<file path="src/rtl/cps_pkg.sv">
package cps_pkg;

  typedef enum logic {MODE_VARIABLE = 1'b0, MODE_FIXED = 1'b1} cps_mode_e;

  // Power limit without division: energy <= power * period.
  function automatic logic power_ok(logic [63:0] energy, logic [63:0] pwr,
                                    logic [63:0] period);
    return energy <= (pwr * period);
  endfunction

  // Structural limit: period must cover the critical path.
  function automatic logic delay_ok(logic [63:0] period, logic [63:0] crit);
    return period >= crit;
  endfunction

endpackage

</file>
<file path="src/rtl/cps_fit_check.sv">
module cps_fit_check #(
  parameter int E_W = 12,
  parameter int P_W = 4,
  parameter int T_W = 8
) (
  input  logic [E_W-1:0] energy,
  input  logic [P_W-1:0] rated,
  input  logic [T_W-1:0] crit,
  input  logic [T_W-1:0] period,
  output logic           fit,
  output logic           slow_enough,
  output logic           cool_enough
);
  import cps_pkg::*;

  always_comb begin
    slow_enough = delay_ok(64'(period), 64'(crit));
    cool_enough = power_ok(64'(energy), 64'(rated), 64'(period));
    fit         = slow_enough && cool_enough;
  end

endmodule

</file>
<file path="src/rtl/cps_pick.sv">
module cps_pick #(
  parameter int NPER   = 4,
  parameter int CODE_W = 2
) (
  input  logic [NPER-1:0]   fit_vec,
  input  logic              fixed_mode,
  output logic [CODE_W-1:0] code,
  output logic              miss
);

  always_comb begin
    code = CODE_W'(NPER-1);
    miss = 1'b1;
    if (fixed_mode) begin
      miss = !fit_vec[NPER-1];
    end else begin
      // Scan downward so the lowest fitting slot wins.
      for (int k = NPER-1; k >= 0; k--) begin
        if (fit_vec[k]) begin
          code = CODE_W'(k);
          miss = 1'b0;
        end
      end
    end
  end

endmodule

</file>
<file path="src/rtl/cps_accum.sv">
module cps_accum #(
  parameter int T_W   = 8,
  parameter int TOT_W = 32
) (
  input  logic             clk,
  input  logic             rst_n,
  input  logic             fire,
  input  logic [T_W-1:0]   step,
  input  logic [T_W-1:0]   ref_step,
  output logic [TOT_W-1:0] total,
  output logic [TOT_W-1:0] ref_total
);

  always_ff @(posedge clk or negedge rst_n) begin
    if (!rst_n) begin
      total     <= '0;
      ref_total <= '0;
    end else if (fire) begin
      total     <= total + TOT_W'(step);
      ref_total <= ref_total + TOT_W'(ref_step);
    end
  end

endmodule

</file>
<file path="src/rtl/cyc_period_sel.sv">
module cyc_period_sel #(
  parameter int E_W    = 12,
  parameter int P_W    = 4,
  parameter int T_W    = 8,
  parameter int NPER   = 4,
  parameter int TOT_W  = 32,
  parameter int CODE_W = $clog2(NPER)
) (
  input  logic                 clk,
  input  logic                 rst_n,
  input  logic                 sync_mode,
  input  logic [P_W-1:0]       rated_pwr,
  input  logic [T_W-1:0]       crit_dly,
  input  logic [NPER*T_W-1:0]  per_tab,
  input  logic                 in_valid,
  input  logic [E_W-1:0]       in_energy,
  output logic                 in_ready,
  output logic                 out_valid,
  output logic [CODE_W-1:0]    out_code,
  output logic                 out_miss,
  output logic [TOT_W-1:0]     total_time,
  output logic [TOT_W-1:0]     sync_total
);
  import cps_pkg::*;

  localparam int LAST = NPER - 1;

  logic              ready_q;
  logic              acc_fire;
  logic [NPER-1:0]   fit_vec;
  logic [NPER-1:0]   delay_vec;
  logic [NPER-1:0]   power_vec;
  logic [CODE_W-1:0] pick_code;
  logic              pick_miss;
  logic [T_W-1:0]    pick_period;
  logic [T_W-1:0]    longest_period;
  cps_mode_e         mode;

  assign mode     = cps_mode_e'(sync_mode);
  assign in_ready = ready_q;
  assign acc_fire = in_valid && ready_q;

  always_ff @(posedge clk or negedge rst_n) begin
    if (!rst_n) ready_q <= 1'b0;
    else        ready_q <= 1'b1;
  end

  for (genvar k = 0; k < NPER; k++) begin : g_slot
    cps_fit_check #(.E_W(E_W), .P_W(P_W), .T_W(T_W)) u_fit (
      .energy      (in_energy),
      .rated       (rated_pwr),
      .crit        (crit_dly),
      .period      (per_tab[k*T_W +: T_W]),
      .fit         (fit_vec[k]),
      .slow_enough (delay_vec[k]),
      .cool_enough (power_vec[k])
    );
  end

  cps_pick #(.NPER(NPER), .CODE_W(CODE_W)) u_pick (
    .fit_vec    (fit_vec),
    .fixed_mode (mode == MODE_FIXED),
    .code       (pick_code),
    .miss       (pick_miss)
  );

  assign pick_period    = per_tab[pick_code*T_W +: T_W];
  assign longest_period = per_tab[LAST*T_W +: T_W];

  always_ff @(posedge clk or negedge rst_n) begin
    if (!rst_n) begin
      out_valid <= 1'b0;
      out_code  <= '0;
      out_miss  <= 1'b0;
    end else begin
      out_valid <= acc_fire;
      if (acc_fire) begin
        out_code <= pick_code;
        out_miss <= pick_miss;
      end
    end
  end

  cps_accum #(.T_W(T_W), .TOT_W(TOT_W)) u_acc (
    .clk       (clk),
    .rst_n     (rst_n),
    .fire      (acc_fire),
    .step      (pick_period),
    .ref_step  (longest_period),
    .total     (total_time),
    .ref_total (sync_total)
  );

endmodule

</file>
<file path="config.mk">
export PLATFORM = sky130hd
export DESIGN_NAME = cyc_period_sel
export DESIGN_NICKNAME = d
export VERILOG_FILES = /design/src/rtl/cps_pkg.sv /design/src/rtl/cps_fit_check.sv /design/src/rtl/cps_pick.sv /design/src/rtl/cps_accum.sv /design/src/rtl/cyc_period_sel.sv
export SDC_FILE = /design/constraint.sdc
export NUM_CORES = 1
export LEC_CHECK = 0
export CORE_MARGIN = 2
export CORE_UTILIZATION = 55
export DETAILED_ROUTE_END_ITERATION = 16
export HOLD_SLACK_MARGIN = 0.12
export PLACE_DENSITY = 0.8
export SYNTH_ARGS = -nofsm -noshare
export SYNTH_HDL_FRONTEND = slang
export SYNTH_SLANG_ARGS = --single-unit
</file>
<file path="constraint.sdc">
create_clock -name clk -period 3.5 [get_ports clk]
set_input_delay 0.875 -clock clk [delete_from_list [all_inputs] [get_ports clk]]
set_output_delay 0.875 -clock clk [all_outputs]
set_load 0.03 [all_outputs]
</file>
==> results of run 1 <==
## sequential cells by signal, summed over array words and instances, names as in the netlist
name,count
in_ready,1
out_code,2
out_miss,1
out_valid,1
u_acc.ref_total,32
u_acc.total,32
## cells in the mapped netlist (all sizes together), types with 20 or more instances
master  number  area [um2]
o21ai       42       214.0
ha         160        2002
nor3        24       120.1
nand2      106       397.9
and2        86       538.0
fa          50        1001
nand4       25       156.4
nand3       25       125.1
xnor2       56       490.5
xor2        30       262.8
dfrtp       69        1727
nor2        30       112.6
a21o        20       150.1
a21oi       52       260.3
inv        118       442.9
## layer usage
layer | routed length (um) | GRT usage, % | up-vias
met2 | 16430 | 63.15 | 588
met5 | 0 | 0 | -
met3 | 2665 | 5.172 | 230
li1 | - | - | 4292
met4 | 2800 | 20.01 | 0
met1 | 12260 | 40.12 | 4597
## worst max path at each step
stage / to / depth (start not counted)
after floorplan: u_acc.total[24] / 29
after global placement: u_acc.total[24] / 32
after detailed placement: u_acc.total[16] / 32
after CTS: u_acc.total[24] / 33
after global routing: u_acc.total[20] / 32
final: u_acc.total[28] / 32
## stage by stage
| step | power, mW | hold slack (ns) |
|---|---|---|
| after floorplan | 3.203 | 0.5794 |
| after global placement | 4.439 | 0.4585 |
| final | 6.489 | 0.4842 |
| after CTS | 5.899 | 0.4838 |
| after detailed placement | 4.564 | 0.4628 |
| after global routing | 6.806 | 0.4987 |
## area by class of cell
cell class,instances,area [um2],area share (%)
clock buffers,9,225.2,1.654
clock inverters,7,50.05,0.3675
inverters,119,446.7,3.280
multi-input cells,831,7637,56.08
flip-flops and latches,69,1727,12.68
well taps,220,275.3,2.021
repair buffers,372,3258,23.92
## repair_timing
action	CTS	global route
gates resized for setup	148	82
buffers inserted	47	23
cloned	1	1
endpoints found under the setup margin	36	46
pin swaps	113	85
## cell families after synthesis
logic type	count (synthesis)	share of synthesized area, %
flops	69	18.95
compound gates	165	11.64
buf+inv	143	6.095
fa+ha+maj	210	32.95
simple gates	359	20.95
other cells	1	0.04115
xor+xnor	86	8.265
mux	10	1.112
## where the power goes
group          switching (mW)  internal [mW]  leakage, nW  total, mW
sequential              0.204          0.938        0.911       1.14
combinational            2.34           2.15         5.66       4.49
clock                   0.381          0.481        0.128      0.861
total                    2.92           3.57         6.70       6.49
==> metrics.md, run 1 <==
| Metric | Value |
|---|---|
| Outcome | finished, violations left |
| Failing checks | setup timing |
| DRC | 0 |
| DR vias/cell | between 5 and 6 |
| H-tree depth | 3 |
| Hold Violations, Final | 0 |
| CP endpoint kind | flop |
| Register area share after synthesis | between 10% and 20% |
| Hold Path Stages | 1 |
| Unique masters post-synth | 64 |
| Total routed wirelength | around 34000 um |
| Setup crit start | rated_pwr[3] |
| Initial DRC count | about 800 |
| Max Clk Rate | between 100 and 150 MHz |
| Flops & latches, synth | 69 |
| Final cell count without fillers | 1627 |
| Post-synth EDFFs | 0 |
| Worst reg-to-reg setup slack | 0.53 ns |
| Headroom to the max-slew limit | 41.72% |
| Clock Latency Late Sink | 0.34 ns |
| Data arrival time of the worst path | 7.34 ns |
| Final worst slack | -3.600 ns |
| Crit Path Category | primary input to flop |
| First-pass GRT wire length | 49330 um |
| Setup tns final | -113.51 ns |
| Initial Utilization | 55.55% |
| Antenna diode count | 0 |
| Ys Warns | 0 |
| Rows | 47 |
| Main flop type after synthesis | dfrtp_1 |
| CP max stage delay | approximately 0.56 ns |
| # placed instances | 1546 |
| CP max-delay cell | fa_1 |
| Root buffer cell | clkbuf_16 |
| CTS tree | yes |
| Fill cell count | between 800 and 900 |
| First-pass DRT Iterations | 6 |
| Grt ovf | 0 |
| Worst EP required | roughly 3.7 ns |
| Die height | approximately 130 um |
| Clock transition at path regs | about 0.060 ns |
| Commonest non-fill, non-tap cell in the layout | buf_4 |
| Routed via count | 9707 |
| Top delay family on crit path | compound AO/OA/AOI/OAI gates |
| Largest net degree at the start of global routing | 70 |
| Crit path buf inv count | 11 |
| GP Congestion | 0.9440 |
| Post-DP Area | 12100 um2 |
| Asr flop ratio synth | 100.0% |
| Num ports | 129 |
| Mapped Cells | 1043 |
| Critical hold path startpoint | u_acc.total[31] |
| Initial antenna violation count | 0 |
| DP HPWL | 21050 um |
| Critical path peak fanout | 13 |
| Least-Margin Pin Slew | 0.8742 ns |
| Worst Hold Class | flop to flop |
| Period utilization | 202.8% |
| RSZ-0062 raised after global routing | true |
| Max Root-Sink Buffers | 2 |
| Period minus WS final | 7.100 ns |
| Layout cells sized above 1 | 29.21% |
| Synth Cell Area | between 9000 and 10000 um2 |
| Reg2reg end | u_acc.ref_total[28] |
| Pre-CTS WS | -4.456 ns |
| Core Box Area | 16410 um2 |
| Nets@finish | 1672 |
| Width of the die | around 130 um |
| CP startpoint kind | primary input |
| Final instance area | 13620 um2 |
| Fin util | 83.01% |
| Most frequent cells in the layout | 212 x buf_4, 145 x ha_1, 107 x inv_1 |
| Die area | between 15000 and 20000 um2 |
| CTS sink count | 69 |
| Post-CTS Hold Buffers | 0 |
| PortBufs | 128 |
| Final setup viols | 40 |
| Max Slew Vio Count | 0 |
| P&R area growth vs syn | 49.44% |
| Total global routing track utilization | 35.26% |
| Leak | 6.700 nW |
| Final Skew | 0.01438 ns |
| Cts bufs inserted | 9 |
| WL/cell | 20.99 um |
| Number of max-cap violations | 0 |
| Detail Route Antenna Nets | 0 |
| R2R depth | 11 |
| R2R Path Start | u_acc.ref_total[0] |
| Most frequent CP cell | buf_4 |
| Power Dens Cells | 476.4 nW/um2 |
| Synthesized area per cell | 8.738 um2 |
| Vias in the first global route | 9801 |
| Worst VDD drop | 0.0007023 V |
| Synthesized Nets | 1313 |
| Hold path endpoint | u_acc.total[31] |
Power figures use the tool's default switching activity.
==> inputs of run 2 (changes only) <==
Settings changed: SETUP_SLACK_MARGIN set to 0.05.
==> run 2 against run 1 <==
  * The flow still finishes with violations (setup timing)
  * First-iteration DRC count decreased by 13%
  * Maximum frequency decreased by 1.9%
  * Clock power increased by 0.6%
  * Hold slack improved by 0.0070 ns
  * Sequential cell count unchanged
  * Routed wire length decreased by 1.4%
  * Die area unchanged
  * Global-route usage unchanged
  * Critical path type unchanged
  * Largest power group unchanged
==> metrics.md, run 2 (synthesized netlist as in run 1, its figures left out) <==
| Metric | Value |
|---|---|
| Layout cells sized above 1 | 30.04% |
| Hold Path Stages | 1 |
| Reg2reg end | u_acc.ref_total[28] |
| CP endpoint kind | flop |
| Setup tns final | -115.31 ns |
| CP max stage delay | 0.54 ns |
| Max Slew Vio Count | 0 |
| Critical hold path startpoint | u_acc.ref_total[19] |
| Total global routing track utilization | 35.26% |
| Failing checks | setup timing |
| Initial antenna violation count | 0 |
| RSZ-0062 raised after global routing | true |
| H-tree depth | 3 |
| Clock transition at path regs | 0.06 ns |
| CP startpoint kind | primary input |
| First-pass GRT wire length | 49330 um |
| Top Registers | u_acc.ref_total (32), u_acc.total (32), out_code (2) |
| Width of the die | 132.7 um |
| Antenna diode count | 0 |
| Period utilization | 206.9% |
| Hold path endpoint | u_acc.ref_total[19] |
| Final worst slack | -3.740 ns |
| Outcome | finished, violations left |
| P&R area growth vs syn | 50.03% |
| Num ports | 129 |
| Worst VDD drop | ~0.0006 V |
| DR vias/cell | between 5 and 6 |
| GP Congestion | 0.9440 |
| Initial DRC count | 692 |
| Headroom to the max-slew limit | approximately two fifths |
| Worst reg-to-reg setup slack | 0.75 ns |
| CTS sink count | 69 |
| Power Dens Cells | between 400 and 500 nW/um2 |
| Final setup viols | 35 |
| Root buffer cell | clkbuf_16 |
| Max Root-Sink Buffers | 2 |
| WL/cell | 20.69 um |
| Core Box Area | 16410 um2 |
| Least-Margin Pin Slew | 0.8813 ns |
| Leak | 6.740 nW |
| Die area | ~18000 um2 |
| Period minus WS final | 7.240 ns |
| Fill cell count | between 800 and 900 |
| Total routed wirelength | 33680 um |
| CP max-delay cell | fa_1 |
| Worst EP required | 3.75 ns |
| DRC | 0 |
| Critical path peak fanout | 8 |
| Most frequent CP cell | buf_4 |
| Grt ovf | 0 |
| Crit Path Category | primary input to flop |
| Data arrival time of the worst path | 7.49 ns |
| Initial Utilization | between 50% and 60% |
| Nets@finish | 1673 |
| Detail Route Antenna Nets | 0 |
| Worst Hold Class | flop to flop |
| Number of max-cap violations | 0 |
| Hold Violations, Final | 0 |
| CTS tree | yes |
| DP HPWL | 21050 um |
| Routed via count | approximately 9600 |
| PortBufs | 128 |
| Most frequent cells in the layout | 214 x buf_4, 144 x ha_1, 107 x inv_1 |
| Largest net degree at the start of global routing | 70 |
| R2R Path Start | u_acc.ref_total[0] |
| Commonest non-fill, non-tap cell in the layout | buf_4 |
| Clock Latency Late Sink | 0.34 ns |
| Tot Pwr | 6.464 mW |
| Rows | 47 |
| Cts bufs inserted | 9 |
| Die height | around 130 um |
| Vias in the first global route | 9801 |
| R2R depth | 11 |
| Final Skew | ~0.014 ns |
| First-pass DRT Iterations | 6 |
| Max Clk Rate | 138.1 MHz |
[run 2: cell types whose count changed in the layout (fill, tap and decap cells not counted), sizes merged]
cell | before | now
clkdlybuf4s50 | 106 | 105
dlymetal6s2s | 0 | 1
clkbuf | 13 | 12
buf | 250 | 252
[run 2: layout make-up]
cell class                      instances  area [um2]  share of cell area [%]
Clock buffer                            9       225.2                   1.647
Clock inverter                          7       50.05                  0.3660
Inverter                              119       446.7                   3.267
Multi-Input combinational cell        831        7700                   56.31
Sequential cell                        69        1727                   12.63
Tap cell                              220       275.3                   2.013
Timing Repair Buffer                  373        3249                   23.76
[run 2: repair_timing]
action / 4_1_cts / 5_1_grt
buffers inserted: 47 / 21
setup endpoints to repair: 37 / 49
gates cloned: 1 / 0
gates resized for setup: 148 / 94
hold buffers: 0 / 0
pin swaps: 113 / 87
[run 2: routing by layer]
layer,track usage [%],vias up,share of wire (%)
li1,-,4295,-
met1,40.12,4608,36
met2,63.15,513,50
met3,5.172,174,7.0
met4,20.01,0,7.2
met5,0,-,0
[run 2: power by group]
part | leakage [nW] | switching [mW] | internal [mW] | total (mW)
Combinational | 5.70 | 2.30 | 2.15 | 4.44
Clock | 0.128 | 0.385 | 0.481 | 0.866
Sequential | 0.911 | 0.215 | 0.938 | 1.15
Total | 6.74 | 2.90 | 3.57 | 6.46
[run 2: critical path, delay by kind of cell]
family | cells | cell delay, ns
AOI/OAI and AO/OA | 10 | 2.05
adders and majority gates | 5 | 1.90
and+or+nand+nor | 8 | 1.14
buffers and inverters | 9 | 1.10
muxes | 1 | 0.25
xor gates and xnor gates | 1 | 0.14
[run 2: metrics by stage]
stage / util, % / setup slack [ns] / hold WS [ns] / cells / area (um2)
after floorplan: - / -3.346 / 0.5794 / 1043 / 9348
after global placement: 73.74 / -4.293 / 0.4585 / 1546 / 12100
after detailed placement: 73.74 / -4.456 / 0.4628 / 1546 / 12100
after CTS: 80.32 / -3.373 / 0.4838 / 1610 / 13180
after global routing: 83.34 / -3.903 / 0.5109 / 1628 / 13670
final: 83.34 / -3.740 / 0.4912 / 1628 / 13670
[run 2: worst max-delay path by stage]
stage                  from               to  slack, ns  cells past startpoint
3_3_place_gp   rated_pwr[2]  u_acc.total[24]      -4.29                     32
4_1_cts        rated_pwr[1]  u_acc.total[24]      -3.37                     33
2_1_floorplan  rated_pwr[1]  u_acc.total[24]      -3.35                     29
5_1_grt        rated_pwr[2]  u_acc.total[20]      -3.90                     36
6_report       rated_pwr[3]  u_acc.total[30]      -3.74                     34
3_5_place_dp   rated_pwr[2]  u_acc.total[16]      -4.46                     32
